**config.mk**
```make
export PLATFORM = sky130hd
export DESIGN_NAME = dual_path_bus_driver
export DESIGN_NICKNAME = d
export VERILOG_FILES = /design/src/rtl/driver_pkg.sv /design/src/rtl/capture_reg.sv /design/src/rtl/path_select.sv /design/src/rtl/output_copy.sv /design/src/rtl/dual_path_bus_driver.sv
export SDC_FILE = /design/constraint.sdc
export NUM_CORES = 1
export LEC_CHECK = 0
export ABC_AREA = 1
export ABC_CLOCK_PERIOD_IN_PS = 900
export BUFFER_PORTS_ARGS = -buffer_cell sky130_fd_sc_hd__buf_4
export CORE_MARGIN = 10
export CORE_UTILIZATION = 47
export DETAILED_ROUTE_END_ITERATION = 12
export PLACE_DENSITY = 0.93
export SYNTH_ARGS = -nofsm -noshare
export SYNTH_HDL_FRONTEND = slang
export SYNTH_HIERARCHICAL = 1
export SYNTH_SLANG_ARGS = --single-unit
export TNS_END_PERCENT = 20
```
**constraint.sdc**
```tcl
create_clock -name clk -period 0.9 [get_ports clk]
set_input_delay 0.09 -clock clk [delete_from_list [all_inputs] [get_ports clk]]
set_output_delay 0.09 -clock clk [all_outputs]
set_load 0.02 [all_outputs]
```
**src/rtl/driver_pkg.sv**
```systemverilog
package driver_pkg;

    // Source of the output copies
    typedef enum logic {
        PATH_REGISTER = 1'b0,
        PATH_BYPASS   = 1'b1
    } path_sel_t;

    // Which bit groups the capture register writes
    typedef enum logic {
        LOAD_ALL   = 1'b0,
        LOAD_UPPER = 1'b1
    } load_kind_t;

    // Drive state of the output copies
    typedef enum logic {
        DRIVE_ON  = 1'b0,
        DRIVE_OFF = 1'b1
    } drive_t;

endpackage

```
**src/rtl/capture_reg.sv**
```systemverilog
module capture_reg
    import driver_pkg::*;
#(
    parameter int WIDTH     = 12,
    parameter int HOLD_BITS = 8
) (
    input  logic             clk,
    input  logic             rst,
    input  load_kind_t       kind,
    input  logic [WIDTH-1:0] d,
    output logic [WIDTH-1:0] q
);
    localparam int UPPER_BITS = WIDTH - HOLD_BITS;

    logic [WIDTH-1:0] q_r;
    logic [WIDTH-1:0] q_next;
    logic             lower_we;

    // Only the lower group depends on the load kind.
    always_comb begin
        unique case (kind)
            LOAD_ALL:   lower_we = 1'b1;
            LOAD_UPPER: lower_we = 1'b0;
            default:    lower_we = 1'b1;
        endcase
    end

    // Next value, built lane by lane.
    for (genvar i = 0; i < WIDTH; i++) begin : g_lane
        if (i < HOLD_BITS) begin : g_low
            assign q_next[i] = lower_we ? d[i] : q_r[i];
        end else begin : g_high
            assign q_next[i] = d[i];
        end
    end

    always_ff @(posedge clk) begin
        if (rst) begin
            q_r <= '0;
        end else begin
            q_r <= q_next;
        end
    end

    assign q = q_r;

    logic unused_ok;
    assign unused_ok = (UPPER_BITS > 0);
endmodule

```
**src/rtl/path_select.sv**
```systemverilog
module path_select
    import driver_pkg::*;
#(
    parameter int WIDTH = 12
) (
    input  path_sel_t        sel,
    input  logic [WIDTH-1:0] reg_q,
    input  logic [WIDTH-1:0] direct,
    output logic [WIDTH-1:0] word
);
    always_comb begin
        unique case (sel)
            PATH_REGISTER: word = reg_q;
            PATH_BYPASS:   word = direct;
            default:       word = reg_q;
        endcase
    end
endmodule

```
**src/rtl/output_copy.sv**
```systemverilog
module output_copy
    import driver_pkg::*;
#(
    parameter int WIDTH = 12
) (
    input  drive_t           drive,
    input  logic [WIDTH-1:0] word,
    output logic [WIDTH-1:0] data,
    output logic             valid
);
    always_comb begin
        data = word;
        unique case (drive)
            DRIVE_ON:  valid = 1'b1;
            DRIVE_OFF: valid = 1'b0;
            default:   valid = 1'b0;
        endcase
    end
endmodule

```
**src/rtl/dual_path_bus_driver.sv**
```systemverilog
module dual_path_bus_driver
    import driver_pkg::*;
#(
    parameter int WIDTH     = 12,
    parameter int HOLD_BITS = 8
) (
    input  logic             clk,
    input  logic             rst,
    input  logic [WIDTH-1:0] a_in,
    input  logic             bypass,
    input  logic             partial_load,
    input  logic             out_disable,
    output logic [WIDTH-1:0] y_main,
    output logic             y_main_valid,
    output logic [WIDTH-1:0] y_copy,
    output logic             y_copy_valid
);
    localparam int NUM_COPIES = 2;

    path_sel_t  path_state;
    load_kind_t load_state;
    drive_t     drive_state;

    assign path_state  = bypass       ? PATH_BYPASS : PATH_REGISTER;
    assign load_state  = partial_load ? LOAD_UPPER  : LOAD_ALL;
    assign drive_state = out_disable  ? DRIVE_OFF   : DRIVE_ON;

    logic [WIDTH-1:0] reg_q;
    logic [WIDTH-1:0] sel_word;

    capture_reg #(.WIDTH(WIDTH), .HOLD_BITS(HOLD_BITS)) u_capture (
        .clk  (clk),
        .rst  (rst),
        .kind (load_state),
        .d    (a_in),
        .q    (reg_q)
    );

    path_select #(.WIDTH(WIDTH)) u_path (
        .sel    (path_state),
        .reg_q  (reg_q),
        .direct (a_in),
        .word   (sel_word)
    );

    logic [NUM_COPIES-1:0][WIDTH-1:0] copy_data;
    logic [NUM_COPIES-1:0]            copy_valid;

    for (genvar c = 0; c < NUM_COPIES; c++) begin : g_copy
        output_copy #(.WIDTH(WIDTH)) u_out (
            .drive (drive_state),
            .word  (sel_word),
            .data  (copy_data[c]),
            .valid (copy_valid[c])
        );
    end

    assign y_main       = copy_data[0];
    assign y_main_valid = copy_valid[0];
    assign y_copy       = copy_data[1];
    assign y_copy_valid = copy_valid[1];
endmodule

```
==> results.toml <==
[detailed_routing]
vias = 741
wl_microns = 2160
viasPerCell = 4.46
drtIter0Drc = 15
drt.antenna.violating_nets = 0
drcViolationCount = 0
first_pass_iters = 4
wl_per_cell_microns = 13.0

[critical_path]
cpMostUsedCell = "nand2_1"
cp_cell_sequence = "nand2_1 > nand2_1 > buf_4"
crit_buf_inv = 1
worstPathRequired_ns = 0.81
cp.depth = 3
slowest_stage = "dfxtp_2"
critical_path_class = "reg -> out"
cp-startpoint = "u_capture/q[4]$_SDFFE_PP0N_"
crit_path_start_kind = "flop"
reg2regPathDepth = 5
reg2reg_from = "u_capture/q[2]$_SDFFE_PP0N_"
slowest_delay_ns = 0.33
worstPathMaxFanout = 2
crit_family = "flip-flops"
endpoint_kind = "output port"
crit_arrival_ns = 0.88

[logic_synthesis]
synth.distinct_cells = 9
yosys_warnings = 6
ys_seq_elements = 12
synth_simple_gate_area_share_pct = 34.5
synth_area_leader_cell = "dfxtp_1"
ys.flop_type = "dfxtp_1"
ys_seq_area_share_pct = 30.1
async_flop_share_pct = 0
syn-cell-area_sq_um = 797
synth_mux_area_share_pct = 0
synth_top_area_share_pct = 30.1
synth.area.top_cells = "dfxtp_1 30%, nand2_1 24%, buf_4 24%"
synthTopCellsByCount = "51 x nand2_1, 25 x buf_4, 19 x nor2_1"
synth_compound_area_share_pct = 0
synth_nets = 145
synth_cells = 128
synth.most_common_cell = "nand2_1"
synth_edf_count = 0
synth_top_family_by_area = "buffers and inverters"
synth_xor_xnor_area_share_pct = 0
syn_area_per_cell_sq_um = 6.23
synthAdderAreaFrac_pct = 0

[finish]
antennaDiodeCount = 0
largest_reg_flops = 12
multi_input_area_sq_um = 313
finalInstanceArea_sq_mm = 0.00110
fin_nets = 168
area_growth_pct = 37.7
register_area_sq_um = 253
fillers = 133
layout-drive-gt1-share_pct = 50.0
postLayoutCoreUtil_pct = 70.4

[placed_design]
port_buffers = 42
postPlaceCellArea_sq_um = 918
gp_congestion = 0.681
hpwl_microns = 1530
pre_cts_slack_ns = 0.137

[global_route]
grt_start_max_net_pins = 17
track_usage_pct = 11.8
grt_pass1_wl_microns = 3390
grt_pass1_vias = 808
grt_antenna_before_repair = 0
gr-total-overflow = 0

[floorplanning]
start_util_pct = 51.1
die_h_microns = 61.2
ioPinCount = 43
die_w_microns = 61.2
fp.coreArea_sq_mm = 0.00156
row_count = 14
fp.dieArea_sq_mm = 0.00374

[min_path]
hp-start = "a_in[9]"
min_path_type = "in -> reg"
min_path_cells = 3

[clock_network]
cts_max_level = 1
clock_sinks = 12
root_buffer = "clkbuf_4"
numCtsBuffers = 3
clk_pin_slew_ns = 0.08
cts_tree = "done"
clockBufferDepth = 2
clkLatencyLatePin_ns = 0.28

[power_and_ir_drop]
ir_drop_mv = 0.934
leakage_nw = 0.626
power_density_mw_per_mm2 = 1450

[flow_run]
cap_violations = 0

[sta]
layout_setup_ws_ns = -0.0750
setup_violations = 24
fmax_mhz = 1030
relSlewSlack_pct = 83.4
worst_slew_pin_slew_ns = 0.249
fin_skew_ns = 0
rsz0062_at_grt = "yes"
period_share_pct = 108
hold_viol_final = 0
min_period_ns = 0.975
finalMaxSlewViolations = 0

[run_status]
status = "finished with violations"
violations = "setup timing"
## metal layers
metal | part of all wire [%] | vias up | GRT usage, % | routed length, microns
met4 | 1.6 | 0 | 4.89 | 35
met1 | 33 | 327 | 9.82 | 711
li1 | - | 383 | - | -
met2 | 57 | 27 | 24.6 | 1230
met5 | 0 | - | 0 | 0
met3 | 8.2 | 4 | 3.50 | 178
## path summary, 6_finish.rpt
kind,endpoint,slack [ns]
max reg2reg,u_capture/q[2]$_SDFFE_PP0N_,0.14
min,u_capture/q[9]$_SDFF_PP0_,0.02
max,y_copy[4],-0.07
min reg2reg,u_capture/q[4]$_SDFFE_PP0N_,0.53
## per-stage QoR
| stage | hold slack [ns] | total power, mW | instances | setup TNS (ns) |
|---|---|---|---|---|
| 5_1_grt | 0.0304 | 1.67 | 166 | -2.70 |
| 3_3_place_gp | 0.289 | 1.05 | 159 | 0 |
| 6_report | 0.0150 | 1.59 | 166 | -1.60 |
| 4_1_cts | 0.0183 | 1.58 | 165 | -1.67 |
| 2_1_floorplan | 0.161 | 0.967 | 128 | 0 |
| 3_5_place_dp | 0.292 | 1.07 | 159 | 0 |
## cell usage in the layout (no fill, tap or decap), drive strengths merged
cell type and n:
buf 45, clkbuf 4, dfxtp 12, dlygate4sd3 1, inv 16, nand2 52
nor2 20
## what timing repair did
item,CTS,global route
hold buffers,1,0
buffers inserted,1,1
pin swaps,2,5
endpoints found under the hold margin,4,0
endpoints found under the setup margin,24,24
gates resized for setup,38,4
## power breakdown
group	switching [mW]	internal, mW	leakage, nW
registers	0.0177	0.571	0.103
clock network	0.195	0.246	0.0210
logic	0.301	0.260	0.502
## worst min-delay path, cell delays in order
cell	delay (ns)
buf_4	0.08
inv_1	0.03
nor2_1	0.06
## kinds of logic (layout without fill, tap and decap cells)
kind of cell / Yosys count / after routing
buffers and inverters: 44 / 66
and+or+nand+nor: 72 / 72
DFF: 12 / 12
## cell type report
class                   count  area share [%]
well taps                  16            1.82
clock buffers               4            3.31
inverters                  16            5.47
multi-input cells          72            28.5
repair buffers             46            37.9
flip-flops and latches     12            23.0
Power figures use the tool's default switching activity.
